## src/rtl/pgwalk_pkg.sv

```systemverilog
package pgwalk_pkg;
  localparam int VA_W     = 32;
  localparam int PA_W     = 32;
  localparam int ENT_W    = 32;
  localparam int IDX_W    = 10;
  localparam int OFF_W    = 12;
  localparam int LOFF_W   = OFF_W + IDX_W;
  localparam int ESZ_LG   = 2;
  localparam int PAD_W    = PA_W - IDX_W - ESZ_LG;

  localparam int B_P = 0;
  localparam int B_W = 1;
  localparam int B_U = 2;
  localparam int B_A = 5;
  localparam int B_D = 6;
  localparam int B_L = 7;

  localparam logic [ENT_W-1:0] AD_MASK = (ENT_W'(1) << B_A) | (ENT_W'(1) << B_D);

  typedef enum logic [1:0] {
    FT_NONE = 2'd0,
    FT_NP   = 2'd1,
    FT_WR   = 2'd2,
    FT_USR  = 2'd3
  } flt_t;

  typedef enum logic [1:0] {
    S_IDLE = 2'd0,
    S_DIR  = 2'd1,
    S_TBL  = 2'd2,
    S_WB   = 2'd3
  } wstate_t;

  function automatic logic [PA_W-1:0] dir_ent_addr(input logic [PA_W-1:0] base,
                                                   input logic [VA_W-1:0] va);
    return base + {{PAD_W{1'b0}}, va[VA_W-1 -: IDX_W], {ESZ_LG{1'b0}}};
  endfunction

  function automatic logic [PA_W-1:0] tbl_ent_addr(input logic [ENT_W-1:0] pde,
                                                   input logic [VA_W-1:0] va);
    return {pde[ENT_W-1:OFF_W], {OFF_W{1'b0}}}
         + {{PAD_W{1'b0}}, va[LOFF_W-1 -: IDX_W], {ESZ_LG{1'b0}}};
  endfunction

  function automatic logic [PA_W-1:0] small_pa(input logic [ENT_W-1:0] pte,
                                               input logic [VA_W-1:0] va);
    return {pte[ENT_W-1:OFF_W], va[OFF_W-1:0]};
  endfunction

  function automatic logic [PA_W-1:0] large_pa(input logic [ENT_W-1:0] pde,
                                               input logic [VA_W-1:0] va);
    return {pde[ENT_W-1:LOFF_W], va[LOFF_W-1:0]};
  endfunction

  function automatic logic [ENT_W-1:0] mark_used(input logic [ENT_W-1:0] ent,
                                                 input logic wr);
    logic [ENT_W-1:0] r;
    r = ent;
    r[B_A] = 1'b1;
    if (wr) r[B_D] = 1'b1;
    return r;
  endfunction
endpackage

```

## src/rtl/pgwalk_check.sv

```systemverilog
module pgwalk_check
  import pgwalk_pkg::*;
(
  input  logic [ENT_W-1:0] ent,
  input  logic             at_dir,
  input  logic             acc_wr,
  input  logic             acc_usr,
  output logic             flt,
  output flt_t             ftype,
  output logic             leaf,
  output logic [ENT_W-1:0] upd_ent,
  output logic             need_wb
);
  // Precedence inside one entry: presence, then privilege, then write permission.
  always_comb begin
    ftype = FT_NONE;
    if (!ent[B_P])                  ftype = FT_NP;
    else if (acc_usr && !ent[B_U])  ftype = FT_USR;
    else if (acc_wr && !ent[B_W])   ftype = FT_WR;
  end

  assign flt     = (ftype != FT_NONE);
  assign leaf    = !at_dir || ent[B_L];
  assign upd_ent = mark_used(ent, acc_wr);
  assign need_wb = leaf && !flt && (upd_ent != ent);
endmodule

```

## src/rtl/pgwalk_memreq.sv

```systemverilog
module pgwalk_memreq #(
  parameter int AW = 32,
  parameter int DW = 32
) (
  input  logic          clk,
  input  logic          rst_n,
  input  logic          issue,
  input  logic [AW-1:0] issue_addr,
  input  logic          issue_write,
  input  logic [DW-1:0] issue_wdata,
  input  logic          mem_req_ready,
  output logic          mem_req_valid,
  output logic          mem_req_write,
  output logic [AW-1:0] mem_req_addr,
  output logic [DW-1:0] mem_req_wdata,
  output logic          done
);
  logic          vld_q;
  logic          wr_q;
  logic [AW-1:0] addr_q;
  logic [DW-1:0] data_q;

  always_ff @(posedge clk) begin
    if (!rst_n) begin
      vld_q  <= 1'b0;
      wr_q   <= 1'b0;
      addr_q <= '0;
      data_q <= '0;
    end else if (issue) begin
      vld_q  <= 1'b1;
      wr_q   <= issue_write;
      addr_q <= issue_addr;
      data_q <= issue_wdata;
    end else if (done) begin
      vld_q  <= 1'b0;
    end
  end

  assign done          = vld_q && mem_req_ready;
  assign mem_req_valid = vld_q;
  assign mem_req_write = wr_q;
  assign mem_req_addr  = addr_q;
  assign mem_req_wdata = data_q;

  // a new request never overlaps one that is still waiting for ready
  a_r11_no_overlap: assert property (@(posedge clk) disable iff (!rst_n)
    issue |-> !mem_req_valid);
endmodule

```

## src/rtl/pgwalk_top.sv

```systemverilog
module pgwalk_top
  import pgwalk_pkg::*;
(
  input  logic             clk,
  input  logic             rst_n,
  input  logic [PA_W-1:0]  dir_base,
  input  logic             req_valid,
  input  logic [VA_W-1:0]  req_va,
  input  logic             req_write,
  input  logic             req_user,
  output logic             busy,
  output logic             rsp_valid,
  output logic             rsp_fault,
  output logic [PA_W-1:0]  rsp_pa,
  output logic [1:0]       rsp_perm,
  output logic             rsp_large,
  output logic             rsp_flt_level,
  output logic [1:0]       rsp_flt_type,
  output logic [VA_W-1:0]  rsp_flt_va,
  output logic             mem_req_valid,
  input  logic             mem_req_ready,
  output logic             mem_req_write,
  output logic [PA_W-1:0]  mem_req_addr,
  output logic [ENT_W-1:0] mem_req_wdata,
  input  logic             mem_rsp_valid,
  input  logic [ENT_W-1:0] mem_rsp_rdata
);
  wstate_t          state_q, state_d;
  logic [VA_W-1:0]  va_q;
  logic             wr_q, usr_q;
  logic [1:0]       dperm_q;
  logic [PA_W-1:0]  ent_addr_q;
  logic [ENT_W-1:0] wb_old_q;

  logic             chk_flt, chk_leaf, chk_wb;
  flt_t             chk_type;
  logic [ENT_W-1:0] chk_upd;

  logic             issue, issue_wr, mem_done;
  logic [PA_W-1:0]  issue_addr;

  logic             accept, res_ld, fire;
  logic             ld_fault, ld_large, ld_level;
  flt_t             ld_type;
  logic [PA_W-1:0]  ld_pa;
  logic [1:0]       ld_perm;

  logic             fault_q, large_q, level_q, rsp_valid_q;
  flt_t             ftype_q;
  logic [PA_W-1:0]  pa_q;
  logic [1:0]       perm_q;
  logic [VA_W-1:0]  fva_q;

  pgwalk_check u_check (
    .ent     (mem_rsp_rdata),
    .at_dir  (state_q == S_DIR),
    .acc_wr  (wr_q),
    .acc_usr (usr_q),
    .flt     (chk_flt),
    .ftype   (chk_type),
    .leaf    (chk_leaf),
    .upd_ent (chk_upd),
    .need_wb (chk_wb)
  );

  pgwalk_memreq #(.AW(PA_W), .DW(ENT_W)) u_memreq (
    .clk           (clk),
    .rst_n         (rst_n),
    .issue         (issue),
    .issue_addr    (issue_addr),
    .issue_write   (issue_wr),
    .issue_wdata   (chk_upd),
    .mem_req_ready (mem_req_ready),
    .mem_req_valid (mem_req_valid),
    .mem_req_write (mem_req_write),
    .mem_req_addr  (mem_req_addr),
    .mem_req_wdata (mem_req_wdata),
    .done          (mem_done)
  );

  assign accept = req_valid && (state_q == S_IDLE);

  always_comb begin
    state_d    = state_q;
    issue      = 1'b0;
    issue_wr   = 1'b0;
    issue_addr = ent_addr_q;
    res_ld     = 1'b0;
    fire       = 1'b0;
    ld_fault   = 1'b0;
    ld_large   = 1'b0;
    ld_level   = 1'b0;
    ld_type    = FT_NONE;
    ld_pa      = '0;
    ld_perm    = '0;
    unique case (state_q)
      S_IDLE: if (accept) begin
        issue      = 1'b1;
        issue_addr = dir_ent_addr(dir_base, req_va);
        state_d    = S_DIR;
      end
      S_DIR: if (mem_rsp_valid) begin
        if (chk_flt) begin
          res_ld = 1'b1; fire = 1'b1; ld_fault = 1'b1;
          ld_type = chk_type; ld_level = 1'b0;
          state_d = S_IDLE;
        end else if (chk_leaf) begin
          res_ld   = 1'b1;
          ld_large = 1'b1;
          ld_pa    = large_pa(mem_rsp_rdata, va_q);
          ld_perm  = {mem_rsp_rdata[B_U], mem_rsp_rdata[B_W]};
          if (chk_wb) begin
            issue = 1'b1; issue_wr = 1'b1; state_d = S_WB;
          end else begin
            fire = 1'b1; state_d = S_IDLE;
          end
        end else begin
          issue      = 1'b1;
          issue_addr = tbl_ent_addr(mem_rsp_rdata, va_q);
          state_d    = S_TBL;
        end
      end
      S_TBL: if (mem_rsp_valid) begin
        res_ld = 1'b1;
        if (chk_flt) begin
          fire = 1'b1; ld_fault = 1'b1;
          ld_type = chk_type; ld_level = 1'b1;
          state_d = S_IDLE;
        end else begin
          ld_pa   = small_pa(mem_rsp_rdata, va_q);
          ld_perm = dperm_q & {mem_rsp_rdata[B_U], mem_rsp_rdata[B_W]};
          if (chk_wb) begin
            issue = 1'b1; issue_wr = 1'b1; state_d = S_WB;
          end else begin
            fire = 1'b1; state_d = S_IDLE;
          end
        end
      end
      S_WB: if (mem_done) begin
        fire    = 1'b1;
        state_d = S_IDLE;
      end
      default: state_d = S_IDLE;
    endcase
  end

  always_ff @(posedge clk) begin
    if (!rst_n) begin
      state_q     <= S_IDLE;
      va_q        <= '0;
      wr_q        <= 1'b0;
      usr_q       <= 1'b0;
      dperm_q     <= '0;
      ent_addr_q  <= '0;
      wb_old_q    <= '0;
      rsp_valid_q <= 1'b0;
      fault_q     <= 1'b0;
      large_q     <= 1'b0;
      level_q     <= 1'b0;
      ftype_q     <= FT_NONE;
      pa_q        <= '0;
      perm_q      <= '0;
      fva_q       <= '0;
    end else begin
      state_q     <= state_d;
      rsp_valid_q <= fire;
      if (accept) begin
        va_q  <= req_va;
        wr_q  <= req_write;
        usr_q <= req_user;
      end
      if (issue && !issue_wr) ent_addr_q <= issue_addr;
      if (issue && issue_wr)  wb_old_q   <= mem_rsp_rdata;
      if (state_q == S_DIR && mem_rsp_valid)
        dperm_q <= {mem_rsp_rdata[B_U], mem_rsp_rdata[B_W]};
      if (res_ld) begin
        fault_q <= ld_fault;
        large_q <= ld_large;
        level_q <= ld_level;
        ftype_q <= ld_type;
        pa_q    <= ld_pa;
        perm_q  <= ld_perm;
        fva_q   <= ld_fault ? va_q : '0;
      end
    end
  end

  assign busy          = (state_q != S_IDLE);
  assign rsp_valid     = rsp_valid_q;
  assign rsp_fault     = fault_q;
  assign rsp_pa        = pa_q;
  assign rsp_perm      = perm_q;
  assign rsp_large     = large_q;
  assign rsp_flt_level = level_q;
  assign rsp_flt_type  = ftype_q;
  assign rsp_flt_va    = fva_q;

  // the result strobe lasts one cycle and coincides with the walker going idle
  a_r10_one_pulse: assert property (@(posedge clk) disable iff (!rst_n)
    rsp_valid |=> !rsp_valid);
  a_r10_idle_at_rsp: assert property (@(posedge clk) disable iff (!rst_n)
    rsp_valid |-> !busy);
  // a request offered during a walk does not disturb the captured address
  a_r10_va_hold: assert property (@(posedge clk) disable iff (!rst_n)
    (busy && $past(busy)) |-> $stable(va_q));
  // a stalled request keeps its contents
  a_r11_req_hold: assert property (@(posedge clk) disable iff (!rst_n)
    (mem_req_valid && !mem_req_ready) |=>
      (mem_req_valid && $stable(mem_req_addr) && $stable(mem_req_write) && $stable(mem_req_wdata)));
  // a write-back only ever adds accessed/dirty to the entry it read
  a_r9_wb_adds_only: assert property (@(posedge clk) disable iff (!rst_n)
    (mem_req_valid && mem_req_write) |->
      ((mem_req_wdata != wb_old_q) && (((mem_req_wdata ^ wb_old_q) & ~AD_MASK) == '0)));
  // a 4 KB translation keeps the byte offset
  a_r3_offset: assert property (@(posedge clk) disable iff (!rst_n)
    (rsp_valid && !rsp_fault && !rsp_large) |-> (rsp_pa[OFF_W-1:0] == va_q[OFF_W-1:0]));
  // a 4 MB translation keeps the low 22 address bits
  a_r4_offset: assert property (@(posedge clk) disable iff (!rst_n)
    (rsp_valid && !rsp_fault && rsp_large) |-> (rsp_pa[LOFF_W-1:0] == va_q[LOFF_W-1:0]));
  // a fault always names a type and the request address
  a_r5_fault_rec: assert property (@(posedge clk) disable iff (!rst_n)
    (rsp_valid && rsp_fault) |-> ((rsp_flt_type != 2'd0) && (rsp_flt_va == va_q)));
endmodule

```

## config.mk

```make
export PLATFORM = sky130hd
export DESIGN_NAME = pgwalk_top
export DESIGN_NICKNAME = d
export VERILOG_FILES = /design/src/rtl/pgwalk_pkg.sv /design/src/rtl/pgwalk_check.sv /design/src/rtl/pgwalk_memreq.sv /design/src/rtl/pgwalk_top.sv
export SDC_FILE = /design/constraint.sdc
export NUM_CORES = 1
export LEC_CHECK = 0
export ABC_AREA = 1
export ABC_CLOCK_PERIOD_IN_PS = 2280
export BUFFER_PORTS_ARGS = -buffer_cell sky130_fd_sc_hd__buf_2
export CAP_MARGIN = 40
export CORE_MARGIN = 1
export CORE_UTILIZATION = 49
export DETAILED_ROUTE_END_ITERATION = 12
export PLACE_DENSITY = 0.77
export REMOVE_ABC_BUFFERS = 1
export SYNTH_ARGS = -nofsm -noshare
export SYNTH_HDL_FRONTEND = slang
export SYNTH_HIERARCHICAL = 1
export SYNTH_SLANG_ARGS = --single-unit
export TNS_END_PERCENT = 5
```

## constraint.sdc

```tcl
create_clock -name clk -period 2.28 [get_ports clk]
set_input_delay 0.456 -clock clk [delete_from_list [all_inputs] [get_ports clk]]
set_output_delay 0.456 -clock clk [all_outputs]
set_load 0.02 [all_outputs]
```

==> impl_metrics.toml, run 1 <==
[floorplan]
die-height_um = 143
fp.coreArea_mm2 = 0.0195
num_rows = 51
pin_count = 242
die_area_mm2 = 0.0205
floorplan.die.width_um = 143
starting_density_of_the_core_pct = 50.1

[clock_network]
tritoncts = "yes"
tritoncts_num_sinks = 208
cts-root-to-sink-buffers = 3
ctsRootBufferMaster = "sky130_fd_sc_hd__clkbuf_16"
ctsHoldBuffers = 0
cts.clk_slew.worst_paths_ns = 0.06
cts.htree.levels = 1
clk-insertion-delay-late_ns = 0.52
tritoncts.num_buffers = 23

[timing]
fin_skew_ns = 0.0188
worstMarginPinSlew_ns = 0.546
timing.slew.headroom_pct = 63.6
final_critical_path_setup_slack_ns = 0.123
final.period_utilization_pct = 94.6
hold_viol_final = 0
fin_setup_tns_ns = 0
period_minus_slack_ns = 2.16
fmaxAchievable_mhz = 464
setup_viol = 0
report.final.slew_viol_count = 0

[critical_path]
data_required_time_of_the_worst_path_ns = 2.69
crit_arrival_ns = 2.57
critical_path.slowest_cell = "sky130_fd_sc_hd__dfxtp_2"
worst_setup_start_kind = "flip-flop"
critical_path_buf_inv_count = 4
timing.setup.critical_path_class = "reg2reg"
crit_path_max_delay_family = "simple AND/OR/NAND/NOR gates"
worst_path_largest_cell_delay_ns = 0.32
setup.reg_to_reg.worst_slack_ns = 0.12
timing.critical_path.cells = "inv_1 > ha_2 > nand2_2 > buf_4 > nor2_1 > nand2_1 > nand2_1 > nand2_4 > nor2_4 > inv_2 > a22oi_1 > nand2_1 > o21ai_1 > inv_1"
crit_path_end_kind = "flip-flop"
critical_path.max_fanout = 14
crit_top_cell = "sky130_fd_sc_hd__nand2_1"

[pwr]
irDropWorstVdd_v = 0.000590
switching_share_pct = 30.7
p_leak_nw = 5.77
power_per_cell_area_mw_per_mm2 = 809
sum_of_internal_switching_and_leakage_power_mw = 9.81
power.net_switching_mw = 3.01
power.share.combinational_pct = 21.4
share_clk_of_total_power_pct = 36.8
power_report.internal_total_mw = 6.80
seq_power_share_pct = 41.8

[yosys]
post_synth_instance_area_mm2 = 0.00977
number_of_flip_flops_and_latches_in_the_synthesized_netlist = 208
synth_cells = 1390
synth_flop_cell = "sky130_fd_sc_hd__dfxtp_1"
yosys_cell_types = 51
yosysWarningCount = 6
count_of_flip_flops_with_a_built_in_enable_after_synthesis = 0
async_flop_share_pct = 0
ys_seq_area_share_pct = 42.6
postSynthAreaPerCell_um2 = 7.03

[finish]
finish.utilization_pct = 62.1
layout.cells.most_common_list = "316 x sky130_fd_sc_hd__nand2_1, 240 x sky130_fd_sc_hd__buf_2, 212 x sky130_fd_sc_hd__nor2_1, 206 x sky130_fd_sc_hd__dfxtp_1, 136 x sky130_fd_sc_hd__o21ai_0"
area_growth_pct = 24.0
num-nets-final = 1727
final_layout_size_suffix_gt1_share_pct = 24.4
final_common_cell = "sky130_fd_sc_hd__nand2_1"
fin_cells = 1892

[detailed_routing]
antenna_violating_nets_post_route = 0
finalWirelength_um = 30400
vias_cell = 5.20
route.vias.total = 9830
detailedRoute.firstIterationViolations = 632
residual_drc_count = 0
wl_per_cell_um = 16.1
initial_drt_pass_iterations = 5

[placement]
placed_cells_incl_taps = 1841
dp.final_hpwl_um = 20300
port_buffers = 241
pre_cts_ws_ns = -0.214
gp_congestion = 0.917

[run]
max_cap_violations = 0

[grt]
wire_length_of_the_first_global_routing_pass_um = 45100
global_route.overflow_total = 0
track_usage_pct = 27.9
grt_antenna_before_repair = 3
grt_start_max_net_pins = 135
vias_in_the_first_global_route = 8787

[run_status]
run_status = "finished clean"

[min_path]
holdCritPathClass = "in2reg"
## power groups by stage
| stage | Combinational (mW) | Sequential (mW) | Clock, mW |
|---|---|---|---|
| floorplan | 0.982 | 4.33 | 0 |
| global placement | 1.90 | 4.16 | 0 |
| detailed placement | 1.93 | 4.17 | 0 |
| CTS | 1.95 | 4.09 | 3.64 |
| global route | 2.29 | 4.13 | 3.82 |
| finish | 2.10 | 4.10 | 3.61 |
## repair_timing
item,4_1_cts,5_1_grt
gates resized for setup,1,33
endpoints found under the setup margin,21,97
cloned,0,6
pin swaps,0,7
setup buffers,0,1
## worst paths after layout
path                                                  from                                endpoint  depth (start not counted)
worst min register to register  ent_addr_q[0]$_SDFFE_PN0P_              ent_addr_q[0]$_SDFFE_PN0P_                          2
worst max register to register     state_q[1]$_SDFFE_PN0P_             ent_addr_q[21]$_SDFFE_PN0P_                         14
worst max-delay path               state_q[1]$_SDFFE_PN0P_             ent_addr_q[21]$_SDFFE_PN0P_                         14
worst min-delay path                      mem_rsp_rdata[4]  u_memreq/mem_req_wdata[4]$_SDFFE_PN0P_                          3
## registers in the layout, summed over array words and instances, names as in the netlist
| register | cells |
|---|---|
| dperm_q | 2 |
| ent_addr_q | 32 |
| rsp_fault | 1 |
| rsp_flt_level | 1 |
| rsp_flt_type | 2 |
| rsp_flt_va | 32 |
| rsp_large | 1 |
| rsp_pa | 32 |
| rsp_perm | 2 |
| rsp_valid | 1 |
| state_q | 2 |
| u_memreq/mem_req_addr | 32 |
| u_memreq/mem_req_valid | 1 |
| u_memreq/mem_req_wdata | 32 |
| u_memreq/mem_req_write | 1 |
| usr_q | 1 |
| va_q | 32 |
| wr_q | 1 |
## worst register-to-register path, stage by stage (launching register included)
cell	delay (ns)
sky130_fd_sc_hd__dfxtp_2	0.32
sky130_fd_sc_hd__inv_1	0.08
sky130_fd_sc_hd__ha_2	0.19
sky130_fd_sc_hd__nand2_2	0.05
sky130_fd_sc_hd__buf_4	0.13
sky130_fd_sc_hd__nor2_1	0.12
sky130_fd_sc_hd__nand2_1	0.07
sky130_fd_sc_hd__nand2_1	0.09
sky130_fd_sc_hd__nand2_4	0.16
sky130_fd_sc_hd__nor2_4	0.15
sky130_fd_sc_hd__inv_2	0.15
sky130_fd_sc_hd__a22oi_1	0.19
sky130_fd_sc_hd__nand2_1	0.12
sky130_fd_sc_hd__o21ai_1	0.16
sky130_fd_sc_hd__inv_1	0.06
## cells in the mapped netlist, drive strengths merged, types with 2 or more instances
library cell / n / area share, %
nand2: 327 / 13
nor2: 238 / 9.5
dfxtp: 208 / 43
o21ai: 146 / 7.5
inv: 108 / 4.2
a21oi: 101 / 5.3
buf: 65 / 4.9
nand3: 56 / 3.0
clkbuf: 37 / 1.5
ha: 15 / 1.9
a221oi: 13 / 1.2
a22oi: 12 / 0.92
a31oi: 11 / 0.70
or2: 9 / 0.58
nor3: 8 / 0.51
o21a: 7 / 0.54
o221ai: 6 / 0.54
nand4: 5 / 0.32
nand3b: 3 / 0.23
o211ai: 3 / 0.23
clkinv: 2 / 0.077
## cell type report
type | instances | area, um^2
clock inverters | 8 | 73.8
clock buffers | 34 | 657
repair buffers | 295 | 1820
fillers | 1825 | 7400
diodes | 2 | 5.00
multi-input cells | 970 | 4640
flip-flops and latches | 208 | 4170
inverters | 110 | 433
well taps | 265 | 332
## metrics by stage
| step | area (um^2) | hold slack, ns |
|---|---|---|
| after floorplan | 9150 | 0.424 |
| after global placement | 11200 | 0.436 |
| after detailed placement | 11200 | 0.445 |
| after CTS | 11900 | 0.151 |
| after global routing | 12100 | 0.157 |
| final | 12100 | 0.164 |
## cell families (layout without fill, tap and decap cells)
group / after synthesis / count (layout) / share of synthesized area (%)
compound gates: 303 / 303 / 17.3
xor+xnor: 2 / 2 / 0.179
fa+ha+maj: 16 / 16 / 2.12
buf+inv: 212 / 447 / 10.7
flops: 208 / 208 / 42.6
other cells: 1 / 3 / 0.0384
simple gates: 648 / 648 / 27.0
## routing by layer
layer / routed length [um] / track usage (%)
met1: 12800 / 36.1
met2: 14000 / 46.7
met3: 2700 / 5.84
met4: 833 / 8.06
met5: 13 / 0
No activity file was read; power rests on OpenSTA's default activity.
==> inputs of run 2 (changes only) <==
--- a/config.mk
+++ b/config.mk
@@ -13,6 +13,7 @@
 export CORE_UTILIZATION = 49
 export DETAILED_ROUTE_END_ITERATION = 12
 export PLACE_DENSITY = 0.77
+export RECOVER_POWER = 25
 export REMOVE_ABC_BUFFERS = 1
 export SYNTH_ARGS = -nofsm -noshare
 export SYNTH_HDL_FRONTEND = slang
==> impl_metrics.toml, run 2 (synthesized netlist as in run 1, its figures left out) <==
[run_status]
run_status = "finished clean"

[floorplan]
fp.coreArea_mm2 = 0.0195
num_rows = 51
die_area_mm2 = 0.0205
die-height_um = 143
pin_count = 242
floorplan.die.width_um = 143
starting_density_of_the_core_pct = 50.1

[finish]
area_growth_pct = 23.0
multiInputGateArea_mm2 = 0.00464
layout.cells.most_common_list = "316 x sky130_fd_sc_hd__nand2_1, 212 x sky130_fd_sc_hd__nor2_1, 206 x sky130_fd_sc_hd__dfxtp_1, 157 x sky130_fd_sc_hd__buf_2, 136 x sky130_fd_sc_hd__o21ai_0"
fill_cells = 1868
final_layout_size_suffix_gt1_share_pct = 19.3
final_common_cell = "sky130_fd_sc_hd__nand2_1"
seqCellArea_mm2 = 0.00417
num-nets-final = 1727

[detailed_routing]
residual_drc_count = 0
route.vias.total = 9807
wl_per_cell_um = 16.1
finalWirelength_um = 30400
initial_drt_pass_iterations = 5
vias_cell = 5.18
detailedRoute.firstIterationViolations = 685
antenna_violating_nets_post_route = 0

[placement]
gp_congestion = 0.917
port_buffers = 241
dp.final_hpwl_um = 20300

[critical_path]
critical_path.max_fanout = 14
data_required_time_of_the_worst_path_ns = 2.69
critical_path.reg2reg.endpoint = "ent_addr_q[21]$_SDFFE_PN0P_"
crit_arrival_ns = 2.57
r2r-start = "state_q[1]$_SDFFE_PN0P_"
timing.setup.critical_path_class = "reg2reg"
crit_path_end_kind = "flip-flop"
ff2ff_path_depth = 14
worst_setup_start_kind = "flip-flop"
setup.reg_to_reg.worst_slack_ns = 0.11

[clock_network]
cts.htree.levels = 1
tritoncts_num_sinks = 208
tritoncts = "yes"
cts.clk_slew.worst_paths_ns = 0.06
tritoncts.num_buffers = 23
cts-root-to-sink-buffers = 3
clk-insertion-delay-late_ns = 0.52
ctsRootBufferMaster = "sky130_fd_sc_hd__clkbuf_16"
ctsHoldBuffers = 0

[run]
max_cap_violations = 0

[grt]
track_usage_pct = 27.9
grt_use_met3_pct = 5.84
grt_use_met2_pct = 46.7
grt_antenna_before_repair = 3
grt_start_max_net_pins = 135
grt_util_met1_pct = 36.1
vias_in_the_first_global_route = 8787
wire_length_of_the_first_global_routing_pass_um = 45100
global_route.overflow_total = 0
gr-max-usage-layer = "met2"

[timing]
timing.slew.headroom_pct = 62.6
period_minus_slack_ns = 2.17
fmaxAchievable_mhz = 462
fin_skew_ns = 0.0187
setup_viol = 0
final.period_utilization_pct = 95.0
fin_setup_tns_ns = 0
worstMarginPinSlew_ns = 0.561
report.final.slew_viol_count = 0
hold_viol_final = 0

[min_path]
hold-path-endpoint = "u_memreq/mem_req_wdata[4]$_SDFFE_PN0P_"
holdCritPathClass = "in2reg"
hold_path_depth = 3
hold_path_startpoint = "mem_rsp_rdata[4]"

[pwr]
sum_of_internal_switching_and_leakage_power_mw = 9.77
irDropWorstVdd_v = 0.000595
power_per_cell_area_mw_per_mm2 = 813
p_leak_nw = 5.43
-- run 2: changes by cell type in the layout (fill, tap and decap cells not counted), sizes merged --
| cell | previous run | this run |
|---|---|---|
| clkbuf | 38 | 121 |
| buf | 291 | 208 |
-- run 2: metal layers --
metal	part of all wire (%)	routed length, um
met5	0.043	13
met3	8.5	2590
met1	43	13000
met2	46	14000
met4	2.5	773
-- run 2: how the worst max path moves through the flow --
stage | endpoint | slack [ns] | start
3_3_place_gp | u_memreq/mem_req_addr[22]$_SDFFE_PN0P_ | -0.18 | dir_base[2]
2_1_floorplan | u_memreq/mem_req_addr[20]$_SDFFE_PN0P_ | -0.95 | state_q[0]$_SDFFE_PN0P_
6_report | ent_addr_q[21]$_SDFFE_PN0P_ | 0.11 | state_q[1]$_SDFFE_PN0P_
3_5_place_dp | u_memreq/mem_req_addr[22]$_SDFFE_PN0P_ | -0.21 | dir_base[2]
4_1_cts | u_memreq/mem_req_addr[27]$_SDFFE_PN0P_ | 0.01 | state_q[0]$_SDFFE_PN0P_
5_1_grt | ent_addr_q[21]$_SDFFE_PN0P_ | -0.06 | state_q[1]$_SDFFE_PN0P_
-- run 2: critical path, stage by stage, from the launching register on --
cell	delay [ns]
sky130_fd_sc_hd__dfxtp_2	0.32
sky130_fd_sc_hd__inv_1	0.08
sky130_fd_sc_hd__ha_2	0.19
sky130_fd_sc_hd__nand2_2	0.05
sky130_fd_sc_hd__buf_4	0.13
sky130_fd_sc_hd__nor2_1	0.13
sky130_fd_sc_hd__nand2_1	0.07
sky130_fd_sc_hd__nand2_1	0.09
sky130_fd_sc_hd__nand2_4	0.16
sky130_fd_sc_hd__nor2_4	0.14
sky130_fd_sc_hd__inv_2	0.14
sky130_fd_sc_hd__a22oi_1	0.20
sky130_fd_sc_hd__nand2_1	0.13
sky130_fd_sc_hd__o21ai_1	0.17
sky130_fd_sc_hd__inv_1	0.06
-- run 2: layout make-up --
class / instances / share of cell area (%)
multi-input cells: 970 / 38.6
flip-flops and latches: 208 / 34.7
repair buffers: 295 / 14.3
clock buffers: 34 / 5.47
inverters: 110 / 3.60
well taps: 265 / 2.76
clock inverters: 8 / 0.614
diodes: 2 / 0.0416
-- run 2: report_power, final --
part / internal, mW / switching, mW / total [mW]
Sequential: 3.93 / 0.168 / 4.10
Combinational: 0.725 / 1.34 / 2.07
Clock: 2.11 / 1.49 / 3.60
-- run 2: per-stage QoR --
| step | hold slack (ns) | utilization (%) | instance area [um^2] | std cells | worst slack [ns] |
|---|---|---|---|---|---|
| detailed placement | 0.445 | 57.1 | 11200 | 1841 | -0.214 |
| floorplan | 0.424 | - | 9150 | 1288 | -0.946 |
| finish | 0.161 | 61.6 | 12000 | 1892 | 0.114 |
| CTS | 0.151 | 60.9 | 11900 | 1883 | 0.0130 |
| global placement | 0.436 | 57.1 | 11200 | 1841 | -0.177 |
| global route | 0.157 | 61.5 | 12000 | 1891 | -0.0619 |
-- run 2: what timing repair did --
item | 4_1_cts | 5_1_grt
buffers inserted | 0 | 1
endpoints found under the setup margin | 21 | 97
gates resized for setup | 1 | 33
pin swaps | 0 | 7
gates cloned | 0 | 6
